<file path="src/rtl/rtc_irq_pkg.sv">
package rtc_irq_pkg;
  localparam int unsigned REG_W     = 8;
  localparam int unsigned NUM_SRC   = 3;
  localparam int unsigned SRC_LSB   = 4;   // update=4, alarm=5, periodic=6
  localparam int unsigned SUM_BIT   = 7;
  localparam int unsigned IDX_CTRL  = 11;
  localparam int unsigned IDX_FLAGS = 12;
  localparam int unsigned IDX_STAT  = 13;
  localparam logic [REG_W-1:0] STAT_VALUE = 8'h80;
endpackage

</file>
<file path="src/rtl/rtc_rst_sync.sv">
module rtc_rst_sync (
  input  logic clk,
  input  logic rst_n,
  output logic rst_sync_n
);
  logic [1:0] sync_q;

  always_ff @(posedge clk or negedge rst_n) begin
    if (!rst_n) sync_q <= 2'b00;
    else        sync_q <= {sync_q[0], 1'b1};
  end

  assign rst_sync_n = sync_q[1];
endmodule

</file>
<file path="src/rtl/rtc_flag_bank.sv">
module rtc_flag_bank #(
  parameter int unsigned NUM_SRC = 3
) (
  input  logic               clk,
  input  logic               rst_n,
  input  logic               clr,
  input  logic [NUM_SRC-1:0] ev,
  output logic [NUM_SRC-1:0] flags
);
  logic [NUM_SRC-1:0] flag_q;
  logic [NUM_SRC-1:0] flag_d;

  for (genvar i = 0; i < NUM_SRC; i++) begin : g_flag
    // clear by read first, then set by event: a coincident event survives
    always_comb begin
      flag_d[i] = (flag_q[i] & ~clr) | ev[i];
    end

    always_ff @(posedge clk or negedge rst_n) begin
      if (!rst_n) flag_q[i] <= 1'b0;
      else        flag_q[i] <= flag_d[i];
    end


    flag_set_chk: assert property (@(posedge clk) disable iff (!rst_n)
      ev[i] |=> flag_q[i]);

    flag_clear_chk: assert property (@(posedge clk) disable iff (!rst_n)
      (clr && !ev[i]) |=> !flag_q[i]);

    flag_hold_chk: assert property (@(posedge clk) disable iff (!rst_n)
      (flag_q[i] && !clr) |=> flag_q[i]);
  end

  assign flags = flag_q;
endmodule

</file>
<file path="src/rtl/rtc_ctrl_reg.sv">
module rtc_ctrl_reg #(
  parameter int unsigned REG_W = 8
) (
  input  logic             clk,
  input  logic             rst_n,
  input  logic             wr_en,
  input  logic [REG_W-1:0] wdata,
  output logic [REG_W-1:0] ctrl
);
  logic [REG_W-1:0] ctrl_q;
  logic [REG_W-1:0] ctrl_d;

  always_comb begin
    ctrl_d = ctrl_q;
    if (wr_en) ctrl_d = wdata;
  end

  always_ff @(posedge clk or negedge rst_n) begin
    if (!rst_n) ctrl_q <= '0;
    else        ctrl_q <= ctrl_d;
  end

  assign ctrl = ctrl_q;


  ctrl_write_chk: assert property (@(posedge clk) disable iff (!rst_n)
    wr_en |=> ctrl_q == $past(wdata));

  ctrl_keep_chk: assert property (@(posedge clk) disable iff (!rst_n)
    !wr_en |=> $stable(ctrl_q));
endmodule

</file>
<file path="src/rtl/rtc_irq_summary.sv">
module rtc_irq_summary #(
  parameter int unsigned NUM_SRC = 3
) (
  input  logic [NUM_SRC-1:0] flags,
  input  logic [NUM_SRC-1:0] enables,
  output logic               pending
);
  logic [NUM_SRC-1:0] masked;

  always_comb begin
    masked  = flags & enables;
    pending = |masked;
  end
endmodule

</file>
<file path="src/rtl/rtc_irq_flags.sv">
module rtc_irq_flags
  import rtc_irq_pkg::*;
#(
  parameter int unsigned ADDR_W = 7
) (
  input  logic              clk,
  input  logic              rst_n,
  input  logic [ADDR_W-1:0] host_addr,
  input  logic              host_rd,
  input  logic              host_wr,
  input  logic [REG_W-1:0]  host_wdata,
  output logic [REG_W-1:0]  host_rdata,
  input  logic              ev_periodic,
  input  logic              ev_alarm,
  input  logic              ev_update,
  output logic              irq
);
  localparam int unsigned SRC_MSB = SRC_LSB + NUM_SRC - 1;
  localparam logic [ADDR_W-1:0] A_CTRL  = ADDR_W'(IDX_CTRL);
  localparam logic [ADDR_W-1:0] A_FLAGS = ADDR_W'(IDX_FLAGS);
  localparam logic [ADDR_W-1:0] A_STAT  = ADDR_W'(IDX_STAT);

  logic               rst_sync_n;
  logic               sel_ctrl, sel_flags, sel_stat;
  logic               rd_clr;
  logic               ctrl_wr;
  logic [NUM_SRC-1:0] ev_vec;
  logic [NUM_SRC-1:0] flags;
  logic [REG_W-1:0]   ctrl;
  logic               pending;

  rtc_rst_sync u_rst (
    .clk        (clk),
    .rst_n      (rst_n),
    .rst_sync_n (rst_sync_n)
  );

  always_comb begin
    sel_ctrl  = (host_addr == A_CTRL);
    sel_flags = (host_addr == A_FLAGS);
    sel_stat  = (host_addr == A_STAT);
    rd_clr    = host_rd & sel_flags;
    ctrl_wr   = host_wr & sel_ctrl;
    ev_vec    = {ev_periodic, ev_alarm, ev_update};
  end

  rtc_flag_bank #(.NUM_SRC(NUM_SRC)) u_flags (
    .clk   (clk),
    .rst_n (rst_sync_n),
    .clr   (rd_clr),
    .ev    (ev_vec),
    .flags (flags)
  );

  rtc_ctrl_reg #(.REG_W(REG_W)) u_ctrl (
    .clk   (clk),
    .rst_n (rst_sync_n),
    .wr_en (ctrl_wr),
    .wdata (host_wdata),
    .ctrl  (ctrl)
  );

  rtc_irq_summary #(.NUM_SRC(NUM_SRC)) u_sum (
    .flags   (flags),
    .enables (ctrl[SRC_MSB:SRC_LSB]),
    .pending (pending)
  );

  always_comb begin
    host_rdata = '0;
    if (host_rd) begin
      if (sel_flags) begin
        host_rdata[SUM_BIT]         = pending;
        host_rdata[SRC_MSB:SRC_LSB] = flags;
      end else if (sel_ctrl) begin
        host_rdata = ctrl;
      end else if (sel_stat) begin
        host_rdata = STAT_VALUE;
      end
    end
  end

  assign irq = pending;


  sum_matches_irq_chk: assert property (@(posedge clk) disable iff (!rst_sync_n)
    rd_clr |-> host_rdata[SUM_BIT] == irq);

  low_bits_zero_chk: assert property (@(posedge clk) disable iff (!rst_sync_n)
    rd_clr |-> host_rdata[SRC_LSB-1:0] == '0);

  status_const_chk: assert property (@(posedge clk) disable iff (!rst_sync_n)
    (host_rd && sel_stat) |-> host_rdata == STAT_VALUE);

  irq_drops_chk: assert property (@(posedge clk) disable iff (!rst_sync_n)
    (rd_clr && ev_vec == '0) |=> !irq);

  reset_quiet_chk: assert property (@(posedge clk)
    !rst_sync_n |-> (!irq && flags == '0));
endmodule

</file>
<file path="config.mk">
export PLATFORM = sky130hd
export DESIGN_NAME = rtc_irq_flags
export DESIGN_NICKNAME = d
export VERILOG_FILES = /design/src/rtl/rtc_irq_pkg.sv /design/src/rtl/rtc_rst_sync.sv /design/src/rtl/rtc_flag_bank.sv /design/src/rtl/rtc_ctrl_reg.sv /design/src/rtl/rtc_irq_summary.sv /design/src/rtl/rtc_irq_flags.sv
export SDC_FILE = /design/constraint.sdc
export NUM_CORES = 1
export LEC_CHECK = 0
export ABC_AREA = 1
export BUFFER_PORTS_ARGS = -buffer_cell sky130_fd_sc_hd__buf_2
export CORE_MARGIN = 5
export CORE_UTILIZATION = 50
export DETAILED_ROUTE_END_ITERATION = 6
export PLACE_DENSITY = 0.82
export SLEW_MARGIN = 20
export SYNTH_ARGS = -nofsm -noshare
export SYNTH_HDL_FRONTEND = slang
export SYNTH_SLANG_ARGS = --single-unit
export TNS_END_PERCENT = 10
</file>
<file path="constraint.sdc">
create_clock -name clk -period 1.5 [get_ports clk]
set_input_delay 0.3 -clock clk [delete_from_list [all_inputs] [get_ports clk]]
set_output_delay 0.3 -clock clk [all_outputs]
set_load 0.005 [all_outputs]
</file>
==> parameters.txt, run 1 <==
Parameter                              Value

Finish
  Number of fillers in the final layout ... 144
  Number of diodes added for antenna fixing ... 0
  Proportion of layout cells with a drive suffix above 1 ... 0.391
  Non-filler cells in the finished layout ... roughly 150
  Signed area change from the synthesized netlist to the final layout ... 30.4%
  Layout Nets ... 156

Placement
  Total of buffers placed on input and output ports ... 30
  HPWL after detailed placement ... ~1400 um
  RePlAce Congestion ... 0.786
  Placed insts ... ~140

GRT
  Pin count of the biggest net entering global routing ... 12
  Number of global-route vias before repair ... approximately 680
  Number of antenna violations at the first check in global routing ... 0
  Total global-route track usage ... 0.153
  Gr ovfl total ... 0
  First-pass GRT wire length ... 2770 um

Clock tree
  Clock tree from TritonCTS ... done
  Clock Sinks ... 13
  Register clock-pin slew on the reported worst setup and hold paths ... 0.07 ns
  Clk_lat worst skew ... 0.27 ns
  Library cell used as clock root buffer ... sky130_fd_sc_hd__clkbuf_4
  Buffer levels on the longest clock path ... 2
  Deepest level of the CTS H-tree ... 1
  TritonCTS buffer count ... 3

Worst setup path
  Crit Path Class ... reg -> out
  Crit path max-delay cell type ... sky130_fd_sc_hd__dfrtp_1
  Max stage delay on crit path ... 0.41 ns
  Worst EP required ... 1.20 ns
  Worst path bufs/invs ... 1
  Reg2reg path depth ... 3
  Capturing instance or port of the critical path ... host_rdata[7]
  Flop2flop setup slack ... about 0.74 ns
  Number of logic stages on the critical path including buffering ... 5
  End of the worst register-to-register path ... u_flags.flags[1]
  CP Data Arrival Time ... 1.16 ns
  Series of cell instances along the critical path ... nand2_1 -> nand3_2 -> o21ai_2 -> nor2_1 -> buf_2
  Element type at the critical path start ... flop
  Worst r2r src ... u_flags.flags[1]
  Crit-path max FO ... 3
  Type of element capturing the critical path ... primary output
  Critical path's top delay family ... flip-flops
  Origin of the worst setup path ... u_ctrl.ctrl[4]

STA
  Total negative setup slack ... 0 ns
  Final-layout worst hold slack ... 0.175 ns
  Number of hold-slack violations in the final timing report ... 0
  Endpoints failing setup ... 0
  Number of slew-limit violations in the final report ... 0
  Max Clk Rate ... 0.683 GHz
  Unrepaired setup endpoints after global routing ... true
  Minimum period implied by the final worst setup slack ... 1.46 ns
  Crit share post-route ... 0.975
  Skew final ... approximately 0.00076 ns

Pwr
  Static power due to leakage ... 0.624 nW
  IR Drop Worst-Case VDD ... 0.000708 V
  Cell Pwr Density ... 723 nW/um2
  Final Total Pwr ... roughly 0.72 mW

Synthesis
  Leading post-synthesis cells by instance count ... 31 x sky130_fd_sc_hd__nand2_1, 13 x sky130_fd_sc_hd__dfrtp_1, 9 x sky130_fd_sc_hd__inv_1
  Number of enable flip-flop cells after synthesis ... 0
  Post-synthesis cell area ... about 770 um2
  Post-synthesis cell type with the largest combined area ... sky130_fd_sc_hd__dfrtp_1
  Area share of the largest cell type after synthesis ... 0.425
  Synthesis-stage register bit count ... 13
  Synthesis warning total ... 0
  Top cells by area, synth ... sky130_fd_sc_hd__dfrtp_1 42%, sky130_fd_sc_hd__nand2_1 15%, sky130_fd_sc_hd__nand4_1 6.5%
  Primary flip-flop cell chosen by synthesis mapping ... sky130_fd_sc_hd__dfrtp_1
  Synth Area per Inst ... 7.98 um2
  Syn nets ... 118
  Synth Instances ... 96
  Fraction of synthesis flops using an asynchronous set or reset pin ... 1.00
  Number of distinct library cells after synthesis ... 18
  Most instantiated library cell after synthesis ... sky130_fd_sc_hd__nand2_1
  Sequential area share after synthesis ... 0.425

Floorplanning
  Core Region ... 1470 um2
  Row Count ... 14
  Die extent in x ... 49.1 um
  Boundary pin count ... 31
  Effective utilization at floorplan ... 0.520
  Area enclosed by the die boundary ... 2410 um2
  Die Y-Extent ... 49.1 um

Route
  DR WL/cell ... between 10 and 15 um
  Total detailed-routing wirelength ... roughly 1700 um
  Drc violations ... 0
  DRC violation total after the first TritonRoute iteration ... 3
  Residual antenna-violating net count after detailed routing ... 0
  Length of the first detailed-routing pass in iterations ... 3
  Total number of vias ... 733
  Post-detailed-route via-to-cell ratio ... 4.92

Hold path
  Hold Path Class ... reg -> async

Status
  Status ... finished clean

Job
  Max-cap violations ... 0
-- how the worst min path moves through the flow --
| stage | to | startpoint | depth (start not counted) |
|---|---|---|---|
| after detailed placement | u_rst.sync_q[0] | rst_n | 1 |
| final | u_flags.flags[0] | u_rst.sync_q[1] | 0 |
| after global routing | u_flags.flags[0] | u_rst.sync_q[1] | 0 |
| after floorplan | u_rst.sync_q[0] | rst_n | 0 |
| after global placement | u_rst.sync_q[0] | rst_n | 1 |
| after CTS | u_flags.flags[0] | u_rst.sync_q[1] | 0 |
-- where the power goes --
| part | leakage (nW) | internal, mW | switching [mW] |
|---|---|---|---|
| Clock | 0.0150 | 0.103 | 0.107 |
| Sequential | 0.159 | 0.371 | 0.0180 |
| Combinational | 0.450 | 0.0565 | 0.0667 |
-- layout by cell type (no fill, tap or decap) --
master,n
sky130_fd_sc_hd__clkbuf_1,1
sky130_fd_sc_hd__nand3_1,5
sky130_fd_sc_hd__dlygate4sd3_1,1
sky130_fd_sc_hd__buf_4,3
sky130_fd_sc_hd__nor2_2,1
sky130_fd_sc_hd__o21ai_0,1
sky130_fd_sc_hd__nand3_2,1
sky130_fd_sc_hd__dfrtp_1,13
sky130_fd_sc_hd__nand2_2,5
sky130_fd_sc_hd__inv_1,9
sky130_fd_sc_hd__nand2_1,31
sky130_fd_sc_hd__nor2_1,7
sky130_fd_sc_hd__buf_2,30
sky130_fd_sc_hd__conb_1,1
sky130_fd_sc_hd__nand3_4,1
sky130_fd_sc_hd__nand4_1,8
sky130_fd_sc_hd__nor2_8,2
sky130_fd_sc_hd__clkinv_1,1
sky130_fd_sc_hd__nand2_4,1
sky130_fd_sc_hd__clkbuf_4,3
sky130_fd_sc_hd__o21ai_2,1
sky130_fd_sc_hd__nor2_4,2
sky130_fd_sc_hd__clkinv_2,2
sky130_fd_sc_hd__o21bai_1,3
-- flip-flops by register name, summed over array words and instances (netlist names) --
register and count:
u_ctrl.ctrl 8, u_flags.flags 3, u_rst.sync_q 2
-- metal layers --
metal | vias to the layer above | GRT usage | wire length (um)
li1 | 380 | - | -
met1 | 325 | 0.163 | 676
met2 | 24 | 0.240 | 827
met3 | 4 | 0.0520 | 147
met4 | 0 | 0.121 | 48
met5 | - | 0 | 0
-- cell type report --
| class | count | area, um2 | area share |
|---|---|---|---|
| multi-input combinational | 70 | 397 | 0.397 |
| sequential | 13 | 325 | 0.326 |
| timing repair buffer | 34 | 183 | 0.183 |
| inverter | 12 | 47.5 | 0.0476 |
| clock buffer | 4 | 26.3 | 0.0263 |
| tap | 16 | 20.0 | 0.0201 |
-- cells by family after synthesis --
family | count (synthesis) | share of synthesized area
and+or+nand+nor | 64 | 0.459
DFF | 13 | 0.425
buffers and inverters | 13 | 0.0686
AOI/OAI and AO/OA | 5 | 0.0425
other | 1 | 0.00490
-- metrics by stage --
stage / cell area (um2) / setup WS (ns) / utilization
after global placement: 931 / 0.106 / 0.633
final: 998 / 0.0369 / 0.679
after detailed placement: 931 / 0.0850 / 0.633
after floorplan: 766 / 0.365 / -
after global routing: 998 / -0.0365 / 0.679
after CTS: 967 / 0.0181 / 0.657
-- repair_timing --
item	CTS	global route
setup buffers	0	3
hold buffers	1	0
endpoints found under the setup margin	0	1
resized for setup	0	3
endpoints found under the hold margin	2	0
(Power assumes the default switching activity.)
==> run 2: changes to the inputs <==
- CORE_UTILIZATION: 50 -> 46
- PLACE_DENSITY: 0.82 -> 0.77
- clock period: 1.5 -> 1.63 ns (I/O delays scaled with it)
==> run 2 against run 1 <==
Effect of this change:
- clock skew up 0.0014 ns
- flip-flop and latch count did not move
- combinational power fell by 21%
- core utilization decreased by 5.1 points
- wire length decreased by 3.2%
- total power shrank 10%
- first-iteration DRC count rose to 3.7 times the previous value
- global-route usage is 2.0 points lower
- critical path type unchanged
- critical endpoint unchanged
==> parameters.txt, run 2 (synthesized netlist as in run 1, its figures left out) <==
Parameter                              Value

Status
  Status ... finished clean

Pwr
  Cell Pwr Density ... 670 nW/um2
  Net Switching ... 0.170 mW
  Clock network power share ... 0.300
  Proportion of total power due to net switching ... 0.263
  Static power due to leakage ... roughly 0.60 nW
  Final Total Pwr ... 0.648 mW
  Share of total power in sequential cells ... 0.550
  Combinational Power Share ... 0.150
  IR Drop Worst-Case VDD ... 0.000445 V
  Internal power component ... 0.478 mW

Floorplanning
  Row Count ... 14
  Die extent in x ... ~51 um
  Effective utilization at floorplan ... 0.497
  Die Y-Extent ... slightly above 50 um
  Boundary pin count ... 31
  Area enclosed by the die boundary ... about 2600 um2
  Core Region ... 1540 um2

Worst setup path
  Series of cell instances along the critical path ... nand2_1 -> nand3_1 -> o21ai_0 -> nor2_1 -> buf_2
  Type of element capturing the critical path ... primary output
  Max stage delay on crit path ... approximately 0.40 ns
  CP Data Arrival Time ... approximately 1.2 ns
  Element type at the critical path start ... flop
  Crit path max-delay cell type ... sky130_fd_sc_hd__dfrtp_1
  Worst EP required ... 1.30 ns
  Crit Path Class ... reg -> out
  Crit-path max FO ... 3

Route
  DRC violation total after the first TritonRoute iteration ... 11
  Length of the first detailed-routing pass in iterations ... 4
  Post-detailed-route via-to-cell ratio ... 4.99
  Total detailed-routing wirelength ... 1650 um
  Residual antenna-violating net count after detailed routing ... 0
  Total number of vias ... roughly 730
  DR WL/cell ... between 10 and 15 um
  Drc violations ... 0

Clock tree
  Library cell used as clock root buffer ... sky130_fd_sc_hd__clkbuf_4
  Deepest level of the CTS H-tree ... 1
  Clock Sinks ... 13
  TritonCTS buffer count ... 3
  Register clock-pin slew on the reported worst setup and hold paths ... 0.08 ns
  Clk_lat worst skew ... 0.27 ns
  CTS-repair resized insts ... 0
  Buffer levels on the longest clock path ... 2
  Clock tree from TritonCTS ... done

STA
  Unrepaired setup endpoints after global routing ... false
  Number of slew-limit violations in the final report ... 0
  Skew final ... 0.00219 ns
  Crit share post-route ... 0.927
  Minimum period implied by the final worst setup slack ... 1.51 ns
  Number of hold-slack violations in the final timing report ... 0
  Total negative setup slack ... 0 ns
  Endpoints failing setup ... 0
  Final-layout worst hold slack ... 0.178 ns
  Max Clk Rate ... 0.661 GHz

Placement
  RePlAce Congestion ... 0.779
  HPWL after detailed placement ... 1380 um
  Instance area at placement ... 931 um2
  Total of buffers placed on input and output ports ... 30

GRT
  Number of global-route vias before repair ... 657
  Total global-route track usage ... 0.133
  Gr ovfl total ... 0
  Number of antenna violations at the first check in global routing ... 0
  Pin count of the biggest net entering global routing ... 12
  First-pass GRT wire length ... 2640 um

Finish
  Total area of multi-input combinational cells ... 388 um2
  Number of diodes added for antenna fixing ... 0
  Proportion of layout cells with a drive suffix above 1 ... 0.362
  Commonest cells after routing, fill and taps aside ... 31 x sky130_fd_sc_hd__nand2_1, 30 x sky130_fd_sc_hd__buf_2, 13 x sky130_fd_sc_hd__dfrtp_1, 9 x sky130_fd_sc_hd__inv_1, 8 x sky130_fd_sc_hd__nand4_1
  Finished layout cell area ... between 900 and 1000 um2
  Most common cell after layout, fill and taps aside ... sky130_fd_sc_hd__nand2_1
  Max reg flops ... 8
  Number of fillers in the final layout ... between 150 and 200
  Signed area change from the synthesized netlist to the final layout ... 26.3%
  Area occupied by registers ... around 330 um2
  Layout Nets ... 153

Hold path
  Hold Path Class ... reg -> async

Job
  Max-cap violations ... 0
[run 2: cell count changes in the layout (fill, tap and decap cells not counted), sizes merged]
cell	previous run	this run
buf	33	30
[run 2: stage by stage]
step / std cells / utilization / setup WS (ns)
2_1_floorplan: 96 / - / 0.443
3_3_place_gp: 141 / 0.604 / 0.184
3_5_place_dp: 141 / 0.604 / 0.127
4_1_cts: 146 / 0.627 / 0.0919
5_1_grt: 146 / 0.627 / 0.0145
6_report: 146 / 0.627 / 0.118
[run 2: worst paths after layout]
kind	end	cells past startpoint	slack, ns	from
min reg2reg	u_ctrl.ctrl[0]	0	0.18	u_rst.sync_q[1]
min	u_ctrl.ctrl[0]	0	0.18	u_rst.sync_q[1]
max reg2reg	u_flags.flags[1]	2	0.98	u_flags.flags[1]
max in group asynchronous	u_flags.flags[2]	0	1.15	u_rst.sync_q[1]
max	host_rdata[7]	5	0.12	u_flags.flags[0]
min in group clk	u_flags.flags[0]	2	0.25	ev_update
[run 2: layer usage]
metal,vias up,share of wire,global-route usage
met3,0,0.099,0.0355
met1,326,0.40,0.165
met2,29,0.50,0.217
met4,0,0,0.0511
li1,374,-,-
met5,-,0,0
[run 2: area by class of cell]
type	count	area share
Timing Repair Buffer	31	0.166
Sequential cell	13	0.336
Tap cell	16	0.0207
Inverter	12	0.0492
Multi-Input combinational cell	70	0.401
Clock buffer	4	0.0272
[run 2: critical path, delay by kind of cell, from the launching register on]
family | cells | cell delay, ns
AND/OR/NAND/NOR | 3 | 0.21
flip-flops | 1 | 0.40
AO/OA/AOI/OAI | 1 | 0.18
buffers and inverters | 1 | 0.12
[run 2: what timing repair did]
item                      4_1_cts  5_1_grt
hold buffers                    1        0
buffers inserted                0        0
hold endpoints to repair        2        0
[run 2: power groups by stage]
stage	logic (mW)	clock network (mW)	registers [mW]
6_report	0.0973	0.194	0.357
5_1_grt	0.110	0.219	0.360
4_1_cts	0.0986	0.199	0.357
3_5_place_dp	0.0965	0	0.364
3_3_place_gp	0.0932	0	0.363
2_1_floorplan	0.0543	0	0.359
==> run 3: changes to the inputs <==
- ABC_AREA: 1 -> default
- CORE_UTILIZATION: 46 -> 43
- PLACE_DENSITY: 0.77 -> 0.75
==> run 3 against run 2 <==
Effect of this change:
- the flow now finishes with violations (setup timing)
- sequential share of layout area rose by 3.7 points
- die area down 7.3%
- combinational power shrank 14%
- worst hold slack gained 0.0086 ns
- sequential power about the same
- worst setup slack got worse by 0.18 ns
- clock-buffer cell count shrank 1
- first-iteration DRC count fell by 27%
- area after synthesis decreased by 15%
- clock power barely moved
- final cell count is 30% lower
- via count down 28%
- largest cell class is now flip-flops and latches
- highest routed layer is now met4
==> parameters.txt, run 3 <==
Parameter                              Value

Finish
  Number of fillers in the final layout ... 120
  Max reg flops ... 8
  Layout Nets ... approximately 110
  Signed area change from the synthesized netlist to the final layout ... 33.8%
  Proportion of layout cells with a drive suffix above 1 ... 0.651
  Finished layout cell area ... 871 um2
  Most common cell after layout, fill and taps aside ... sky130_fd_sc_hd__buf_2
  Number of diodes added for antenna fixing ... 0
  Commonest cells after routing, fill and taps aside ... 30 x sky130_fd_sc_hd__buf_2, 13 x sky130_fd_sc_hd__dfrtp_1, 8 x sky130_fd_sc_hd__mux2_2, 4 x sky130_fd_sc_hd__and3_2

GRT
  Gr ovfl total ... 0
  Total global-route track usage ... 0.131
  Number of antenna violations at the first check in global routing ... 0
  Pin count of the biggest net entering global routing ... 12
  First-pass GRT wire length ... 2420 um
  Number of global-route vias before repair ... 561

STA
  Number of slew-limit violations in the final report ... 0
  Endpoints failing setup ... 2
  Final worst setup slack ... -0.0605 ns
  Crit share post-route ... 1.04
  Skew final ... between 0.003 and 0.004 ns
  Unrepaired setup endpoints after global routing ... true
  Final-layout worst hold slack ... about 0.19 ns
  Number of hold-slack violations in the final timing report ... 0
  Max Clk Rate ... 0.592 GHz
  Minimum period implied by the final worst setup slack ... around 1.7 ns

Worst setup path
  Element type at the critical path start ... flop
  Type of element capturing the critical path ... primary output
  Crit-path max FO ... 2
  Worst EP required ... 1.30 ns
  Crit Path Class ... reg -> out
  CP Data Arrival Time ... 1.36 ns

Synthesis
  Synth Area per Inst ... 13.3 um2
  Number of enable flip-flop cells after synthesis ... 0
  Synth Instances ... 49
  Share of the synthesized netlist area taken by xor and xnor gates ... 0
  Share of cell area taken by muxes after synthesis ... 0.138
  Syn nets ... around 70
  Sequential area share after synthesis ... 0.500
  Primary flip-flop cell chosen by synthesis mapping ... sky130_fd_sc_hd__dfrtp_1
  Leading post-synthesis cells by instance count ... 13 x sky130_fd_sc_hd__dfrtp_1, 8 x sky130_fd_sc_hd__mux2_2, 4 x sky130_fd_sc_hd__and3_2
  Synthesis warning total ... 0
  Top cells by area, synth ... sky130_fd_sc_hd__dfrtp_1 50%, sky130_fd_sc_hd__mux2_2 14%, sky130_fd_sc_hd__and3_2 4.6%
  Post-synthesis cell type with the largest combined area ... sky130_fd_sc_hd__dfrtp_1
  Fraction of synthesis flops using an asynchronous set or reset pin ... 1.00
  Number of distinct library cells after synthesis ... 20
  Most instantiated library cell after synthesis ... sky130_fd_sc_hd__dfrtp_1
  Adder-cell share of the synthesized area ... 0
  Simple logic cell fraction of the synthesized area ... 0.229
  Largest family of logic cells by synthesized area ... simple AND/OR/NAND/NOR gates
  Post-synthesis cell area ... ~650 um2
  Complex-gate fraction of the synthesized area ... 0.104
  Area share of the largest cell type after synthesis ... 0.500
  Synthesis-stage register bit count ... 13

Route
  DRC violation total after the first TritonRoute iteration ... 8
  Drc violations ... 0
  Length of the first detailed-routing pass in iterations ... 4
  Total number of vias ... between 500 and 600
  Post-detailed-route via-to-cell ratio ... 5.18
  Residual antenna-violating net count after detailed routing ... 0
  DR WL/cell ... 13.6 um
  Total detailed-routing wirelength ... 1390 um

Pwr
  Combinational Power Share ... 0.132
  Static power due to leakage ... 0.453 nW
  Share of total power in sequential cells ... 0.558
  Cell Pwr Density ... 730 nW/um2
  IR Drop Worst-Case VDD ... 0.000440 V
  Final Total Pwr ... 0.636 mW
  Internal power component ... 0.482 mW
  Net Switching ... 0.154 mW
  Proportion of total power due to net switching ... 0.242
  Clock network power share ... 0.310

Floorplanning
  Effective utilization at floorplan ... 0.442
  Area enclosed by the die boundary ... 2390 um2
  Row Count ... 14
  Core Region ... between 1000 and 1500 um2
  Boundary pin count ... 31
  Die Y-Extent ... 48.9 um
  Die extent in x ... 48.9 um

Clock tree
  Clock Sinks ... 13
  Register clock-pin slew on the reported worst setup and hold paths ... 0.08 ns
  Library cell used as clock root buffer ... sky130_fd_sc_hd__clkbuf_4
  TritonCTS buffer count ... 3
  Buffer levels on the longest clock path ... 2
  Deepest level of the CTS H-tree ... 1
  Clk_lat worst skew ... 0.28 ns
  Clock tree from TritonCTS ... done

Placement
  HPWL after detailed placement ... 1120 um
  RePlAce Congestion ... 0.692
  Instance area at placement ... between 800 and 900 um2
  Total of buffers placed on input and output ports ... 30

Status
  Violations in the final reports ... setup timing
  Status ... finished with violations

Hold path
  Hold Path Class ... reg -> async

Job
  Max-cap violations ... 0
[run 3: cells by family after synthesis]
| family | count (synthesis) |
|---|---|
| other | 1 |
| buffers and inverters | 2 |
| AOI/OAI and AO/OA | 9 |
| and+or+nand+nor | 16 |
| muxes | 8 |
| DFF | 13 |
[run 3: worst max-delay path, cell delays in order (launching register included)]
cell	delay, ns
sky130_fd_sc_hd__dfrtp_1	0.38
sky130_fd_sc_hd__a222oi_1	0.45
sky130_fd_sc_hd__a21oi_1	0.11
sky130_fd_sc_hd__buf_2	0.14
[run 3: what timing repair did]
item	in CTS	in global routing
setup buffers	3	0
hold buffers	1	0
endpoints found under the setup margin	2	5
hold endpoints to repair	2	0
gates resized for setup	0	1
pin swaps	2	0
[run 3: final cells by class]
cell class | instances | area (um2) | area share
clock inverter | 1 | 5.00 | 0.00575
timing repair buffer | 34 | 183 | 0.210
inverter | 1 | 3.75 | 0.00431
clock buffer | 3 | 22.5 | 0.0259
sequential | 13 | 325 | 0.374
tap | 16 | 20.0 | 0.0230
multi-input combinational | 34 | 312 | 0.358
[run 3: final timing paths]
kind	from	to	slack, ns	cells after the start
max in group asynchronous	u_rst.sync_q[1]	u_flags.flags[0]	1.13	0
worst max-delay path	u_ctrl.ctrl[5]	host_rdata[7]	-0.06	3
worst min-delay path	u_rst.sync_q[1]	u_ctrl.ctrl[2]	0.19	0
worst max register to register	u_ctrl.ctrl[5]	u_ctrl.ctrl[5]	0.75	2
min in group clk	ev_update	u_flags.flags[0]	0.23	2
worst min register to register	u_rst.sync_q[1]	u_ctrl.ctrl[2]	0.19	0
[run 3: metal layers]
layer,vias up,wire [um],GRT usage
met1,245,544,0.143
li1,258,-,-
met5,-,0,0
met3,5,115,0.0398
met2,20,686,0.211
met4,0,44,0.0942
[run 3: stage by stage]
stage,utilization,cells,setup TNS [ns],setup slack [ns]
floorplan,-,49,0,0.385
global placement,0.550,94,0,0.0879
detailed placement,0.550,94,0,0.0519
CTS,0.591,102,-0.0587,-0.0549
global route,0.592,102,-0.131,-0.0958
finish,0.592,102,-0.0653,-0.0605
[run 3: power groups by stage]
stage	Clock (mW)	Sequential, mW	Combinational (mW)
after floorplan	0	0.358	0.0373
after global placement	0	0.361	0.0758
after detailed placement	0	0.362	0.0785
after CTS	0.208	0.355	0.0843
after global routing	0.222	0.358	0.0916
final	0.197	0.355	0.0837
